$ cat src/rtl/msgu_pkg.sv
package msgu_pkg;
   localparam int LANES        = 4;
   localparam int WORD_TX_BASE = 0;
   localparam int WORD_RX_BASE = 4;
   localparam int WORD_SR      = 8;
   localparam int WORD_CR      = 9;
   localparam int POS_PEND     = 28;
   localparam int POS_FULL     = 24;
   localparam int POS_EMPTY    = 20;
   localparam int POS_REQ      = 16;

   // channel 0 sits on the top bit of each four-bit group
   function automatic int lane_bit(input int base, input int ch);
      return base + LANES - 1 - ch;
   endfunction
endpackage

$ cat src/rtl/msgu_link.sv
module msgu_link #(
   parameter int DW = 32
) (
   input  logic          clk,
   input  logic          rst_n,
   input  logic          push,
   input  logic          pop,
   input  logic [DW-1:0] din,
   output logic [DW-1:0] dout,
   output logic          full
);
   always_ff @(posedge clk) begin
      if (!rst_n) begin
         dout <= '0;
         full <= 1'b0;
      end else if (push) begin
         dout <= din;
         full <= 1'b1;
      end else if (pop) begin
         full <= 1'b0;
      end
   end

   AST_PUSH_FULL: assert property (@(posedge clk) disable iff (!rst_n)
      push |=> full);
   AST_POP_EMPTY: assert property (@(posedge clk) disable iff (!rst_n)
      (pop && !push) |=> !full);
   AST_HOLD_DATA: assert property (@(posedge clk) disable iff (!rst_n)
      !push |=> $stable(dout));
   AST_PUSH_WINS: assert property (@(posedge clk) disable iff (!rst_n)
      (push && pop) |=> (full && dout == $past(din)));
endmodule

$ cat src/rtl/msgu_side.sv
module msgu_side
   import msgu_pkg::*;
#(
   parameter int NCH   = 4,
   parameter int NFLAG = 3,
   parameter int DW    = 32,
   parameter int AW    = 6
) (
   input  logic                    clk,
   input  logic                    rst_n,
   input  logic                    wr,
   input  logic                    rd,
   input  logic [AW-1:0]           addr,
   input  logic [DW-1:0]           wdata,
   output logic [DW-1:0]           rdata,
   output logic                    irq,
   output logic [NCH-1:0]          tx_push,
   output logic [NCH-1:0]          rx_pop,
   input  logic [NCH-1:0][DW-1:0]  rx_data,
   input  logic [NCH-1:0]          rx_full,
   input  logic [NCH-1:0]          tx_full,
   output logic [NCH-1:0]          req_out,
   input  logic [NCH-1:0]          req_in,
   output logic [NFLAG-1:0]        flag_out,
   input  logic [NFLAG-1:0]        flag_in
);
   localparam int WW = AW - 2;

   generate
      if (NCH < 1 || NCH > LANES) begin : g_bad_nch
         $error("NCH must be 1..4");
      end
      if (NFLAG < 1 || NFLAG > 8) begin : g_bad_flag
         $error("NFLAG must be 1..8 to stay below reserved bit 9");
      end
      if (DW != 32) begin : g_bad_dw
         $error("DW must be 32");
      end
      if (AW < 6) begin : g_bad_aw
         $error("AW must cover offset 0x24");
      end
   endgenerate

   logic [WW-1:0]    word;
   logic             aligned, sr_wr, cr_wr;
   logic [NCH-1:0]   gie_q, rie_q, tie_q, req_q, pend_q;
   logic [NCH-1:0]   wd_gie, wd_rie, wd_tie, wd_req, wd_pend;
   logic [NFLAG-1:0] flag_q;
   logic [DW-1:0]    sr_vec, cr_vec;
   logic             unused_ok;

   assign word      = addr[AW-1:2];
   assign aligned   = (addr[1:0] == 2'b00);
   assign sr_wr     = wr && aligned && (word == WW'(WORD_SR));
   assign cr_wr     = wr && aligned && (word == WW'(WORD_CR));
   assign unused_ok = ^wdata;

   genvar n;
   generate
      for (n = 0; n < NCH; n++) begin : g_ch
         assign wd_gie[n]  = wdata[lane_bit(POS_PEND,  n)];
         assign wd_rie[n]  = wdata[lane_bit(POS_FULL,  n)];
         assign wd_tie[n]  = wdata[lane_bit(POS_EMPTY, n)];
         assign wd_req[n]  = wdata[lane_bit(POS_REQ,   n)];
         assign wd_pend[n] = wdata[lane_bit(POS_PEND,  n)];
         assign tx_push[n] = wr && aligned && (word == WW'(WORD_TX_BASE + n));
         assign rx_pop[n]  = rd && aligned && (word == WW'(WORD_RX_BASE + n));

         AST_PEND_CAPTURE: assert property (@(posedge clk) disable iff (!rst_n)
            req_in[n] |=> pend_q[n]);
         AST_PEND_STICKY: assert property (@(posedge clk) disable iff (!rst_n)
            (pend_q[n] && !sr_wr) |=> pend_q[n]);
         AST_PEND_W1C: assert property (@(posedge clk) disable iff (!rst_n)
            (sr_wr && wd_pend[n] && !req_in[n]) |=> !pend_q[n]);
      end
   endgenerate

   always_ff @(posedge clk) begin
      if (!rst_n) begin
         gie_q  <= '0;
         rie_q  <= '0;
         tie_q  <= '0;
         req_q  <= '0;
         pend_q <= '0;
         flag_q <= '0;
      end else begin
         req_q  <= cr_wr ? wd_req : '0;
         pend_q <= (pend_q & ~(sr_wr ? wd_pend : '0)) | req_in;
         if (cr_wr) begin
            gie_q  <= wd_gie;
            rie_q  <= wd_rie;
            tie_q  <= wd_tie;
            flag_q <= wdata[NFLAG-1:0];
         end
      end
   end

   always_comb begin
      sr_vec = '0;
      cr_vec = '0;
      for (int i = 0; i < NCH; i++) begin
         sr_vec[lane_bit(POS_PEND,  i)] = pend_q[i];
         sr_vec[lane_bit(POS_FULL,  i)] = rx_full[i];
         sr_vec[lane_bit(POS_EMPTY, i)] = ~tx_full[i];
         cr_vec[lane_bit(POS_PEND,  i)] = gie_q[i];
         cr_vec[lane_bit(POS_FULL,  i)] = rie_q[i];
         cr_vec[lane_bit(POS_EMPTY, i)] = tie_q[i];
         cr_vec[lane_bit(POS_REQ,   i)] = req_q[i];
      end
      sr_vec[NFLAG-1:0] = flag_in;
      cr_vec[NFLAG-1:0] = flag_q;
   end

   always_comb begin
      rdata = '0;
      if (rd && aligned) begin
         if (word == WW'(WORD_SR)) rdata = sr_vec;
         if (word == WW'(WORD_CR)) rdata = cr_vec;
         for (int i = 0; i < NCH; i++) begin
            if (word == WW'(WORD_RX_BASE + i)) rdata = rx_data[i];
         end
      end
   end

   assign irq      = |(pend_q & gie_q) | |(rx_full & rie_q) | |(~tx_full & tie_q);
   assign req_out  = req_q;
   assign flag_out = flag_q;

   AST_REQ_SELF_CLEAR: assert property (@(posedge clk) disable iff (!rst_n)
      !cr_wr |=> (req_out == '0));
   AST_RSVD_ZERO: assert property (@(posedge clk) disable iff (!rst_n)
      $stable(flag_in) |-> $stable(sr_vec[NFLAG-1:0]));
endmodule

$ cat src/rtl/dual_msg_unit.sv
module dual_msg_unit #(
   parameter int NCH   = 4,
   parameter int NFLAG = 3,
   parameter int DW    = 32,
   parameter int AW    = 6
) (
   input  logic          clk,
   input  logic          rst_n,
   input  logic          a_wr,
   input  logic          a_rd,
   input  logic [AW-1:0] a_addr,
   input  logic [DW-1:0] a_wdata,
   output logic [DW-1:0] a_rdata,
   output logic          a_irq,
   input  logic          b_wr,
   input  logic          b_rd,
   input  logic [AW-1:0] b_addr,
   input  logic [DW-1:0] b_wdata,
   output logic [DW-1:0] b_rdata,
   output logic          b_irq
);
   logic [NCH-1:0]          a_push, a_pop, b_push, b_pop;
   logic [NCH-1:0]          ab_full, ba_full;
   logic [NCH-1:0][DW-1:0]  ab_data, ba_data;
   logic [NCH-1:0]          a_req, b_req;
   logic [NFLAG-1:0]        a_flag, b_flag;

   genvar n;
   generate
      for (n = 0; n < NCH; n++) begin : g_link
         msgu_link #(.DW(DW)) u_ab (
            .clk(clk), .rst_n(rst_n), .push(a_push[n]), .pop(b_pop[n]),
            .din(a_wdata), .dout(ab_data[n]), .full(ab_full[n]));
         msgu_link #(.DW(DW)) u_ba (
            .clk(clk), .rst_n(rst_n), .push(b_push[n]), .pop(a_pop[n]),
            .din(b_wdata), .dout(ba_data[n]), .full(ba_full[n]));
      end
   endgenerate

   msgu_side #(.NCH(NCH), .NFLAG(NFLAG), .DW(DW), .AW(AW)) u_side_a (
      .clk(clk), .rst_n(rst_n), .wr(a_wr), .rd(a_rd), .addr(a_addr),
      .wdata(a_wdata), .rdata(a_rdata), .irq(a_irq),
      .tx_push(a_push), .rx_pop(a_pop), .rx_data(ba_data),
      .rx_full(ba_full), .tx_full(ab_full),
      .req_out(a_req), .req_in(b_req), .flag_out(a_flag), .flag_in(b_flag));

   msgu_side #(.NCH(NCH), .NFLAG(NFLAG), .DW(DW), .AW(AW)) u_side_b (
      .clk(clk), .rst_n(rst_n), .wr(b_wr), .rd(b_rd), .addr(b_addr),
      .wdata(b_wdata), .rdata(b_rdata), .irq(b_irq),
      .tx_push(b_push), .rx_pop(b_pop), .rx_data(ab_data),
      .rx_full(ab_full), .tx_full(ba_full),
      .req_out(b_req), .req_in(a_req), .flag_out(b_flag), .flag_in(a_flag));

   AST_FLAG_CROSS: assert property (@(posedge clk) disable iff (!rst_n)
      (a_wr && a_addr == 6'h24) |=> (a_flag == $past(a_wdata[NFLAG-1:0])));
   AST_IRQ_RESET: assert property (@(posedge clk)
      !rst_n |=> (!a_irq && !b_irq));
endmodule

$ cat config.mk
export PLATFORM = sky130hd
export DESIGN_NAME = dual_msg_unit
export DESIGN_NICKNAME = d
export VERILOG_FILES = /design/src/rtl/msgu_pkg.sv /design/src/rtl/msgu_link.sv /design/src/rtl/msgu_side.sv /design/src/rtl/dual_msg_unit.sv
export SDC_FILE = /design/constraint.sdc
export NUM_CORES = 1
export LEC_CHECK = 0
export BUFFER_PORTS_ARGS = -buffer_cell sky130_fd_sc_hd__buf_4
export CORE_MARGIN = 2
export CORE_UTILIZATION = 35
export CTS_BUF_LIST = sky130_fd_sc_hd__clkbuf_4 sky130_fd_sc_hd__clkbuf_8 sky130_fd_sc_hd__clkbuf_16
export DETAILED_ROUTE_END_ITERATION = 8
export GPL_TIMING_DRIVEN = 0
export PLACE_DENSITY = 0.5
export SLEW_MARGIN = 10
export SYNTH_ARGS = -nofsm -noshare
export SYNTH_HDL_FRONTEND = slang
export SYNTH_SLANG_ARGS = --single-unit
$ cat constraint.sdc
create_clock -name clk -period 4.3 [get_ports clk]
set_input_delay 0.215 -clock clk [delete_from_list [all_inputs] [get_ports clk]]
set_output_delay 0.215 -clock clk [all_outputs]
set_load 0.02 [all_outputs]
### Yosys cells after proc, flatten, opt, wreduce, memory -nomap -nowiden

Index checks and enable logic that the tools add are counted.

* eq/ne operators: 18
* muxes and demuxes: 32
* bitwise operators: 26
* reductions and logical operators: 44

Operators with widths (number)
* two-way mux 32 bit: 14
* bitwise AND 4 bit: 8
* equality test 4 x 3 -> 1 bit, second input constant: 8
* logical AND 1 bit: 24
* OR reduction 4 bit: 6
* equality test 4 x 2 -> 1 bit, second input constant: 4
* equality test 4 bit, second input constant: 4
* two-way mux 1 bit: 16
* inverter 4 bit: 4
* nonzero test 2 bit: 8
* equality test 4 x 1 -> 1 bit, second input constant: 2
* logical NOT 4 bit: 2
* two-way mux 4 bit: 2
* inverter 1 bit: 8
* bitwise OR 4 bit: 2
* logical NOT 2 bit: 2
* bitwise OR 1 bit: 4
* AND reduction 2 bit: 2

* flip-flop bits (word level): 310
* input bits: 82
* output and inout bits: 66
* logic and storage cells: 148

### Depth between registers and ports, before layout

Gate-level depths: netlist (run 1).

* depth after elaboration: 8
* gate-level depth with buffers: 8
* gate-level depth less buffers: 4

### By module

A second synthesis (run 1) with hierarchy kept.

* cells, all modules: 1490
* area total of the unflattened synthesis: 15387.3 um^2

By module, submodules not included
* msgu_link: instances 8, cells an instance 106, area an instance 1277.5 um^2, seq. area each 660.6 um^2
* msgu_side: instances 2, cells an instance 321, area an instance 2583.7 um^2, seq. area each 460.4 um^2

### Least setup slack after synthesis (run 1)

Ideal clock, no wire load.

* path type: input port to output port
* start: input port b_addr[3]
* end: output port b_rdata[29]
* arrival: 1.850 ns
* data required time: 4.085 ns
* path slack: 2.235 ns
* cell stages on the path: 7
* path buffers: 3
* path through: clkbuf_1 buf_2 or3b_2 clkbuf_1 o22ai_1 o21ai_0 a21oi_1

* longest elaborated chain between the ends: 8
* elaborated cells on any way between the ends: 13
* classes of those cells: eq/ne (6); mux (7)

Ends and longest elaborated chain
* start: declaration: line dual_msg_unit.sv:17 `input logic [AW-1:0] b_addr,`
* equality test 4 bit: line msgu_side.sv:117 `if (word == WW'(WORD_SR)) rdata = sr_vec;`
* two-way mux 32 bit: line msgu_side.sv:117
* two-way mux 32 bit: line msgu_side.sv:118 `if (word == WW'(WORD_CR)) rdata = cr_vec;`
* two-way mux 32 bit (3 in a row): line msgu_side.sv:120 `if (word == WW'(WORD_RX_BASE + i)) rdata = rx_data[i];`
* two-way mux 32 bit (*): line msgu_side.sv:120
* two-way mux 32 bit (*): line msgu_side.sv:116 `if (rd && aligned) begin`
* end: declaration: line dual_msg_unit.sv:19 `output logic [DW-1:0] b_rdata,`

Mark *: on every way between the ends. The rest lies on a longest branch, timed or not.

### Worst setup path in the final report (run 1)

* start: input port b_addr[2]
* end: output port b_rdata[1]

Same word-level chain as after synthesis.

==> results of run 1 <==
-- through the flow --
step                      instances  utilization (%)  hold WS, ns
after floorplan                1747                -        0.316
after global placement         2424             40.0        0.436
after detailed placement       2424             40.0        0.442
after CTS                      2550             44.5       0.0820
after global routing           2550             44.5        0.151
final                          2550             44.5        0.116
-- routing by layer --
metal,global-route usage [%],up-vias,routed length (um)
li1,-,6448,-
met1,34.3,6632,25500
met2,41.2,392,25600
met3,3.00,82,2790
met4,8.66,0,1570
met5,0,-,0
-- kinds of logic after synthesis --
kind of cell / Yosys count / synth area share [%]
buffers and inverters: 171 / 5.37
and+or+nand+nor: 715 / 21.3
AOI/OAI and AO/OA: 454 / 21.9
DFF: 310 / 42.4
muxes: 97 / 9.00
-- power by group through the flow --
stage | clock [mW] | sequential [mW] | combinational (mW)
after floorplan | 0 | 2.95 | 0.225
final | 3.18 | 2.89 | 0.522
after global routing | 3.34 | 2.89 | 0.551
after global placement | 0 | 2.95 | 0.469
after detailed placement | 0 | 2.95 | 0.470
after CTS | 3.23 | 2.89 | 0.518
-- layout make-up --
type                            instances  area (um2)
Timing Repair Buffer                  209        1730
Tap cell                              532         666
Clock buffer                           58        1210
Fill cell                            4145       22800
Inverter                               21        78.8
Multi-Input combinational cell       1266        7640
Clock inverter                          4        23.8
Buffer                                150         707
Sequential cell                       310        6210
-- worst max-delay path by stage --
stage / end / slack [ns] / start
2_1_floorplan: b_rdata[29] / 2.23 / b_addr[3]
3_3_place_gp: b_rdata[0] / 1.26 / b_addr[2]
3_5_place_dp: b_rdata[1] / 1.25 / b_addr[2]
4_1_cts: b_rdata[1] / 1.24 / b_addr[2]
5_1_grt: b_rdata[2] / 1.09 / b_addr[2]
6_report: b_rdata[1] / 1.23 / b_addr[2]
-- cells in the mapped netlist, types with 2 or more instances --
| library cell | n | area (um2) |
|---|---|---|
| o311a_1 | 3 | 30.0 |
| a211oi_1 | 5 | 37.5 |
| nor3_1 | 5 | 25.0 |
| dfxtp_1 | 310 | 6210 |
| a32oi_1 | 3 | 26.3 |
| buf_4 | 2 | 15.0 |
| mux4_2 | 26 | 586 |
| mux2_2 | 17 | 191 |
| a21boi_0 | 170 | 1280 |
| buf_1 | 8 | 30.0 |
| a22o_1 | 5 | 43.8 |
| buf_2 | 55 | 275 |
| mux2i_1 | 54 | 541 |
| nand3b_1 | 2 | 15.0 |
| o31ai_1 | 4 | 30.0 |
| nand3_1 | 16 | 80.1 |
| a21oi_1 | 37 | 185 |
| or3b_2 | 5 | 43.8 |
| o211ai_1 | 9 | 67.6 |
| o32a_1 | 4 | 40.0 |
| nand2_1 | 524 | 1970 |
| nor3_2 | 5 | 50.1 |
| o22ai_1 | 23 | 144 |
| nand2b_1 | 11 | 68.8 |
| clkbuf_1 | 76 | 285 |
| a2bb2oi_1 | 4 | 35.0 |
| o2bb2ai_1 | 3 | 26.3 |
| or4b_1 | 2 | 20.0 |
| o221ai_1 | 6 | 52.6 |
| or3_1 | 5 | 31.3 |
| nor4_4 | 3 | 63.8 |
| a31oi_1 | 10 | 62.6 |
| nor2b_1 | 58 | 363 |
| o32ai_1 | 2 | 17.5 |
| buf_6 | 9 | 101 |
| a221oi_1 | 10 | 87.6 |
| nor2_1 | 47 | 176 |
| nor3b_1 | 2 | 15.0 |
| o21a_1 | 8 | 60.1 |
| o21ai_0 | 52 | 260 |
| a21boi_1 | 93 | 698 |
| inv_1 | 20 | 75.1 |
| and3_1 | 24 | 150 |
-- critical path, delay by kind of cell --
family | cells | cell delay (ns)
compound gates | 2 | 0.45
buf+inv | 6 | 2.18
==> out/metrics.cfg, run 1 <==
[synthesis]
synthesis.area_um2 = 14600
async_reset_ff_share_pct = 0
ys_warn_count = 0
syn-num-nets = 1829
synth-edff-count = 0
synth.avg_cell_area_um2 = 8.38
ys_seq_elements = 310
synthCells = 1747
ys.flop_type = dfxtp_1
ys_seq_area_share_pct = 42.4
synth_cell_types = 53

[pwr]
p_int_mw = 5.01
leakagePower_nw = 6.34
pwr-share-clk_pct = 48.2
p_sw_mw = 1.59
ir_drop_mv = 0.239
power.density_nw_per_um2 = 361
seqPwrFrac_pct = 43.9
swShare_pct = 24.1
power_mw = 6.59
combinationalPowerShare_pct = 7.9

[setup_path]
crit_type = input port to primary output
crit_required_ns = 4.09
regToRegSetupSlack_ns = 3.38
critPathMaxStageDelay_ns = 0.64
crit_arrival_ns = 2.86
start_kind = input port
r2r_end = g_link[3].u_ba.full
worst_r2r_path_depth = 2
crit_chain = buf_4, buf_2, clkbuf_1, buf_1, clkbuf_1, o21ai_0, a21oi_1, buf_4
timing.rr.start = g_link[3].u_ba.full
crit_slowest_cell = buf_1
end_kind = primary output
critPathMaxFanout = 10

[floorplanning]
initial_core_util_pct = 35.7
core_region_area_um2 = 41000
fp.dieW_um = 208
die_h_um = 208
die-area_um2 = 43500
rows = 74
num_io_pins = 148

[routing]
dr.pass1.iters = 5
drtIter0Drc = 995
drcViolationCount = 0
wire_per_inst_um = 21.8
drtAntennaViolNets = 0
viasPerCell = 5.32
num_vias = 13600
drt_wl_total_um = 55500

[finish]
syn2layout_area_growth_pct = 24.8
final_common_cell = nand2_1
final_cell_mix = nand2_1 (524), dfxtp_1 (310), a21boi_0 (170), buf_4 (147), a21boi_1 (93)
reg.largest.list = g_link.u_ab.dout (128), g_link.u_ba.dout (128)
drive_gt1_share_pct = 16.5
stdcell_area_um2 = 18300
n_antenna_cell = 0
fin_nets = 2077

[sta]
fin_tns_setup_ns = 0
slew_headroom_pct = 28.4
hold_viol_final = 0
finalCriticalPeriod_ns = 3.07
period_share_pct = 71.4
tightest_slew_ns = 1.06
rsz0062_at_grt = false
setup_violations = 0
slew_violations = 0
max_freq_ghz = 0.326
setup_slack_ns = 1.23
final.setup_skew_ns = 0.00191

[min_path]
min_from = rst_n
hold_end = u_side_a.pend_q[3]
hold_path.class = input port to flop
hold_depth = 3

[place]
pre_cts_ws_ns = 1.25
dpl.hpwl_um = 40100
place_area_um2 = 16400
place.port_buffers = 145
place_congestion = 0.889

[cts]
post_cts_resized = 0
cts_tree = done
clkSinkCount = 310
numCtsBuffers = 37
clockBufferDepth = 3
clk_pin_slew_ns = 0.06
holdBufCountCts = 64
clock_latency_ns = 0.55
cts_root_buf = clkbuf_16
cts_setup_buffers = 0
htreeDepth = 2

[global_routing]
grt_pass1_vias = 13100
antenna_found_initial = 2
grt_pass1_wl_um = 82600
grt_max_degree = 13
grt_use_total_pct = 25.2
overflow = 0

[flow_run]
maxCapViolCount = 0

[outcome]
status = finished, final reports clean

No activity file was read; power rests on OpenSTA's default activity.
==> run 2, diff against run 1 <==
==> constraint.sdc (replaced) <==
create_clock -name clk -period 2.86 [get_ports clk]
set_input_delay 0.143 -clock clk [delete_from_list [all_inputs] [get_ports clk]]
set_output_delay 0.143 -clock clk [all_outputs]
set_load 0.02 [all_outputs]
==> out/metrics.cfg, run 2 (same netlist as run 1, synthesis figures left out) <==
[cts]
numCtsBuffers = 37  ; unchanged
htreeDepth = 2  ; unchanged
clock_latency_ns = 0.55  ; about the same
clk_pin_slew_ns = 0.06  ; about the same
clkSinkCount = 310  ; unchanged
cts_root_buf = clkbuf_16  ; unchanged
cts_tree = done  ; unchanged
clockBufferDepth = 3  ; unchanged

[sta]
period_share_pct = 95.6
slew_headroom_pct = 29.8  ; was 28.4%
whs_ns = 0.0419  ; was 0.116 ns
hold_viol_final = 0  ; unchanged
finalCriticalPeriod_ns = 2.73
final.setup_skew_ns = 0.00214  ; was 0.00191 ns
tightest_slew_ns = 1.04  ; was 1.06 ns
slew_violations = 0  ; unchanged
setup_slack_ns = 0.127  ; was 1.23 ns
setup_violations = 0  ; unchanged
rsz0062_at_grt = false  ; unchanged
max_freq_ghz = 0.366

[floorplanning]
initial_core_util_pct = 35.7  ; unchanged
die-area_um2 = 43500  ; unchanged
fp.dieW_um = 208  ; unchanged
die_h_um = 208  ; unchanged
num_io_pins = 148  ; unchanged
core_region_area_um2 = 41000  ; unchanged
rows = 74  ; unchanged

[finish]
fin_nets = 2077  ; unchanged
drive_gt1_share_pct = 16.6  ; was 16.5%
final_cell_mix = nand2_1 (524), dfxtp_1 (310), a21boi_0 (170), buf_4 (147), a21boi_1 (93)  ; unchanged
reg.largest.list = g_link.u_ab.dout (128), g_link.u_ba.dout (128)  ; unchanged
syn2layout_area_growth_pct = 24.8  ; about the same
stdcell_area_um2 = 18300  ; about the same
final_common_cell = nand2_1  ; unchanged
n_antenna_cell = 0  ; unchanged

[setup_path]
start_kind = input port  ; unchanged
critPathMaxStageDelay_ns = 0.62  ; was 0.64 ns
crit_chain = buf_4, buf_2, buf_1, clkbuf_1, a31oi_1, o32ai_1, buf_4  ; was buf_4, buf_2, clkbuf_1, buf_1, clkbuf_1, o21ai_0, a21oi_1, buf_4
crit_slowest_cell = o32ai_1  ; was buf_1
crit_type = input port to primary output  ; unchanged
crit_required_ns = 2.72  ; was 4.09 ns
end_kind = primary output  ; unchanged
path_common_cell = buf_4
crit_arrival_ns = 2.59  ; was 2.86 ns
critPathMaxFanout = 10  ; unchanged

[place]
place.port_buffers = 145  ; unchanged
dpl.hpwl_um = 40100  ; unchanged
pre_cts_ws_ns = -0.0464  ; was 1.25 ns
place_congestion = 0.889  ; unchanged
place_area_um2 = 16400  ; unchanged

[routing]
dr.pass1.iters = 5  ; unchanged
drtAntennaViolNets = 0  ; unchanged
drt_wl_total_um = 55500  ; about the same
drtIter0Drc = 1019  ; was 995
viasPerCell = 5.31  ; was 5.32
wire_per_inst_um = 21.8  ; about the same
num_vias = 13500  ; was 13600
drcViolationCount = 0  ; unchanged

[global_routing]
grt_pass1_vias = 13100  ; unchanged
overflow = 0  ; unchanged
grt_pass1_wl_um = 82600  ; unchanged
grt_use_total_pct = 25.2  ; unchanged
grt_max_degree = 13  ; unchanged
antenna_found_initial = 2  ; unchanged

[outcome]
status = finished, final reports clean  ; unchanged

[pwr]
power.density_nw_per_um2 = 543  ; was 361 nW/um2
leakagePower_nw = 6.35  ; was 6.34 nW
ir_drop_mv = 0.359  ; was 0.239 mV
power_mw = 9.91  ; was 6.59 mW

[flow_run]
maxCapViolCount = 0  ; unchanged

[min_path]
hold_path.class = input port to flop  ; unchanged

-- run 2: cell types whose count changed in the layout (fill, tap and decap cells not counted) --
cell	previous run	this run
clkbuf_2	0	1
buf_2	55	56
buf_1	8	6
-- run 2: worst max-delay path, delay by kind of cell --
kind / cells / cell delay, ns
buf+inv: 5 / 1.64
compound gates: 2 / 0.80
-- run 2: final cells by class --
class,instances,area [um2]
sequential,310,6210
clock inverter,4,23.8
fill,4147,22800
multi-input combinational,1266,7640
timing repair buffer,209,1730
buffer,150,709
inverter,21,78.8
tap,532,666
clock buffer,58,1210
-- run 2: per-stage QoR --
step	cells	util (%)	setup TNS, ns
floorplan	1747	-	0
global placement	2424	40.0	-0.0863
detailed placement	2424	40.0	-0.131
CTS	2550	44.5	0
global route	2550	44.5	0
finish	2550	44.5	0
-- run 2: report_power, final --
group / internal [mW] / switching, mW / total, mW
logic: 0.309 / 0.476 / 0.785
clock network: 2.88 / 1.90 / 4.78
registers: 4.34 / 0.0114 / 4.35
-- run 2: worst paths after layout --
check                           slack (ns)  cells past startpoint                    start                       to
worst min register to register        0.45                      2  g_link[3].u_ab.dout[24]  g_link[3].u_ab.dout[24]
worst max-delay path                  0.13                      7                a_addr[2]               a_rdata[1]
worst max register to register        1.94                      2      g_link[3].u_ba.full      g_link[3].u_ba.full
worst min-delay path                  0.04                      3                    rst_n       u_side_a.pend_q[3]
-- run 2: timing repair --
item / in CTS / in global routing
hold buffers: 64 / 0
setup endpoints to repair: 5 / 2
setup buffers: 0 / 0
pin swaps: 0 / 0
hold endpoints to repair: 302 / 0
resized for setup: 1 / 2
-- run 2: layer usage --
layer / part of all wire [%] / GRT usage, %
met3: 4.6 / 3.00
met1: 46 / 34.3
met2: 46 / 41.2
met4: 2.8 / 8.66
met5: 0 / 0
==> run 3, diff against run 2 <==
==> constraint.sdc (replaced) <==
create_clock -name clk -period 2.86 [get_ports clk]
set_input_delay 0.715 -clock clk [delete_from_list [all_inputs] [get_ports clk]]
set_output_delay 0.715 -clock clk [all_outputs]
set_load 0.02 [all_outputs]
==> out/metrics.cfg, run 3 (same netlist as run 1, synthesis figures left out) <==
[setup_path]
crit_required_ns = 2.14  ; was 2.72 ns
r2r_end = g_link[3].u_ba.full  ; unchanged
end_kind = primary output  ; unchanged
start_kind = input port  ; unchanged
timing.rr.start = g_link[3].u_ba.full  ; unchanged
crit_chain = buf_12, buf_12, or3b_4, buf_8, o22ai_2, o211ai_1, a21oi_2, buf_6  ; was buf_4, buf_2, buf_1, clkbuf_1, a31oi_1, o32ai_1, buf_4
regToRegSetupSlack_ns = 1.84  ; was 1.94 ns
critPathMaxFanout = 5  ; was 10
crit_arrival_ns = 2.27  ; was 2.59 ns
crit_family = buffers and inverters  ; unchanged
critical_path_buf_inv_count = 4  ; was 5
path_common_cell = buf_12  ; was buf_4
worst_r2r_path_depth = 2  ; unchanged
critPathMaxStageDelay_ns = 0.45  ; was 0.62 ns
crit_type = input port to primary output  ; unchanged
crit_slowest_cell = or3b_4  ; was o32ai_1

[routing]
num_vias = 13400  ; was 13500
top_layer = met4  ; unchanged
drt_wl_total_um = 55700  ; was 55500 um
dr_wl_met3_um = 3130  ; was 2560 um
drtAntennaViolNets = 0  ; unchanged
drtIter0Drc = 855  ; was 1019
wl_met2_um = 25800  ; was 25600 um
wire_per_inst_um = 22.3  ; was 21.8 um
m1WireLength_um = 25200  ; was 25800 um
dr.pass1.iters = 5  ; unchanged
drcViolationCount = 0  ; unchanged
viasPerCell = 5.37  ; was 5.31

[sta]
hold_viol_final = 0  ; unchanged
max_freq_ghz = 0.335  ; was 0.366 GHz
whs_ns = 0.434  ; was 0.0419 ns
tightest_slew_ns = 0.923  ; was 1.04 ns
period_share_pct = 104  ; was 95.6%
slew_headroom_pct = 37.6  ; was 29.8%
finalCriticalPeriod_ns = 2.98  ; was 2.73 ns
setup_slack_ns = -0.121  ; was 0.127 ns
slew_violations = 0  ; unchanged
setup_violations = 13  ; was 0
rsz0062_at_grt = true  ; was false
final.setup_skew_ns = 0.00893  ; was 0.00214 ns

[pwr]
ir_drop_mv = 0.364  ; was 0.359 mV
leakagePower_nw = 6.50  ; was 6.35 nW
power_mw = 9.93  ; was 9.91 mW
power.density_nw_per_um2 = 529  ; was 543 nW/um2

[cts]
clk_pin_slew_ns = 0.06  ; about the same
clkSinkCount = 310  ; unchanged
clock_latency_ns = 0.54  ; was 0.55 ns
htreeDepth = 2  ; unchanged
cts_tree = done  ; unchanged
cts_root_buf = clkbuf_16  ; unchanged
numCtsBuffers = 38  ; was 37
clockBufferDepth = 3  ; unchanged

[min_path]
hold_end = u_side_b.pend_q[1]  ; was u_side_a.pend_q[3]
hold_path.class = input port to flop  ; unchanged
hold_depth = 2  ; was 3
min_from = b_wdata[30]  ; was rst_n

[finish]
final_cell_mix = nand2_1 (524), dfxtp_1 (309), a21boi_0 (170), buf_4 (165), a21boi_1 (93)  ; was nand2_1 (524), dfxtp_1 (310), a21boi_0 (170), buf_4 (147), a21boi_1 (93)
stdcell_area_um2 = 18800  ; was 18300 um2
reg.largest.list = g_link.u_ab.dout (128), g_link.u_ba.dout (128)  ; unchanged
fin_cells = 2503  ; was 2550
final_common_cell = nand2_1  ; unchanged
multi_input_area_um2 = 8210  ; was 7640 um2
drive_gt1_share_pct = 24.1  ; was 16.6%
num-fill-cells = 4089  ; was 4147
n_antenna_cell = 0  ; unchanged
seq_area_um2 = 6210  ; about the same
syn2layout_area_growth_pct = 28.2  ; was 24.8%
fin_nets = 2032  ; was 2077

[global_routing]
grt_pass1_wl_um = 83500  ; was 82600 um
grt_pass1_vias = 13000  ; was 13100
grt_max_degree = 13  ; unchanged
grt_use_total_pct = 25.4  ; was 25.2%
antenna_found_initial = 0  ; was 2
overflow = 0  ; unchanged

[outcome]
status = finished, violations left  ; was finished, final reports clean
violations = setup timing

[place]
place.port_buffers = 145  ; unchanged
post-place-cells = 2424  ; unchanged
dpl.hpwl_um = 39900  ; was 40100 um
pre_cts_ws_ns = -1.33  ; was -0.0464 ns
place_congestion = 0.865  ; was 0.889
place_area_um2 = 16500  ; was 16400 um2

[floorplanning]
initial_core_util_pct = 35.7  ; unchanged
fp.dieW_um = 208  ; unchanged
rows = 74  ; unchanged
num_io_pins = 148  ; unchanged
die-area_um2 = 43500  ; unchanged
core_region_area_um2 = 41000  ; unchanged
die_h_um = 208  ; unchanged

[flow_run]
maxCapViolCount = 0  ; unchanged

==> run 3: cell count changes in the layout (fill, tap and decap cells not counted), sizes merged <==
cell,previous run,this run
dlygate4sd3,64,0
buf,218,245
clkinv,4,7
clkbuf,135,121
bufinv,0,1
==> run 3: worst max-delay path by stage <==
stage               cells past startpoint      start          end  slack (ns)
detailed placement                      8  b_addr[2]   b_rdata[2]       -1.33
global placement                        8  b_addr[2]   b_rdata[2]       -1.34
finish                                  8  a_addr[3]  a_rdata[31]       -0.12
global route                            8  a_addr[3]  a_rdata[22]       -0.14
CTS                                     8  a_addr[3]  a_rdata[22]       -0.11
floorplan                               5  a_addr[2]  a_rdata[23]       -0.08
==> run 3: final cells by class <==
| type | count | share of cell area (%) |
|---|---|---|
| inverters | 21 | 0.420 |
| clock buffers | 53 | 6.00 |
| flip-flops and latches | 310 | 33.1 |
| plain buffers | 144 | 5.52 |
| repair buffers | 169 | 7.32 |
| multi-input cells | 1266 | 43.7 |
| well taps | 532 | 3.55 |
| clock inverters | 8 | 0.387 |
==> run 3: through the flow <==
stage / util, % / TNS (ns)
3_5_place_dp: 40.2 / -65.22
4_1_cts: 45.3 / -0.781
5_1_grt: 45.7 / -1.40
6_report: 45.7 / -0.864
2_1_floorplan: - / -0.534
3_3_place_gp: 40.2 / -63.99
==> run 3: repair_timing <==
item / in CTS / in global routing
pin swaps: 35 / 17
gates cloned: 4 / 0
hold buffers: 0 / 0
setup buffers: 17 / 3
endpoints found under the setup margin: 64 / 44
resized for setup: 190 / 50
==> run 3: power by group <==
group | internal (mW) | switching [mW]
combinational | 0.348 | 0.509
sequential | 4.34 | 0.0114
clock | 2.82 | 1.91
==> run 3: metal layers <==
metal | up-vias | GRT usage [%]
met1 | 6594 | 34.8
met3 | 95 | 3.50
met5 | - | 0
li1 | 6368 | -
met2 | 387 | 41.4
met4 | 0 | 7.79
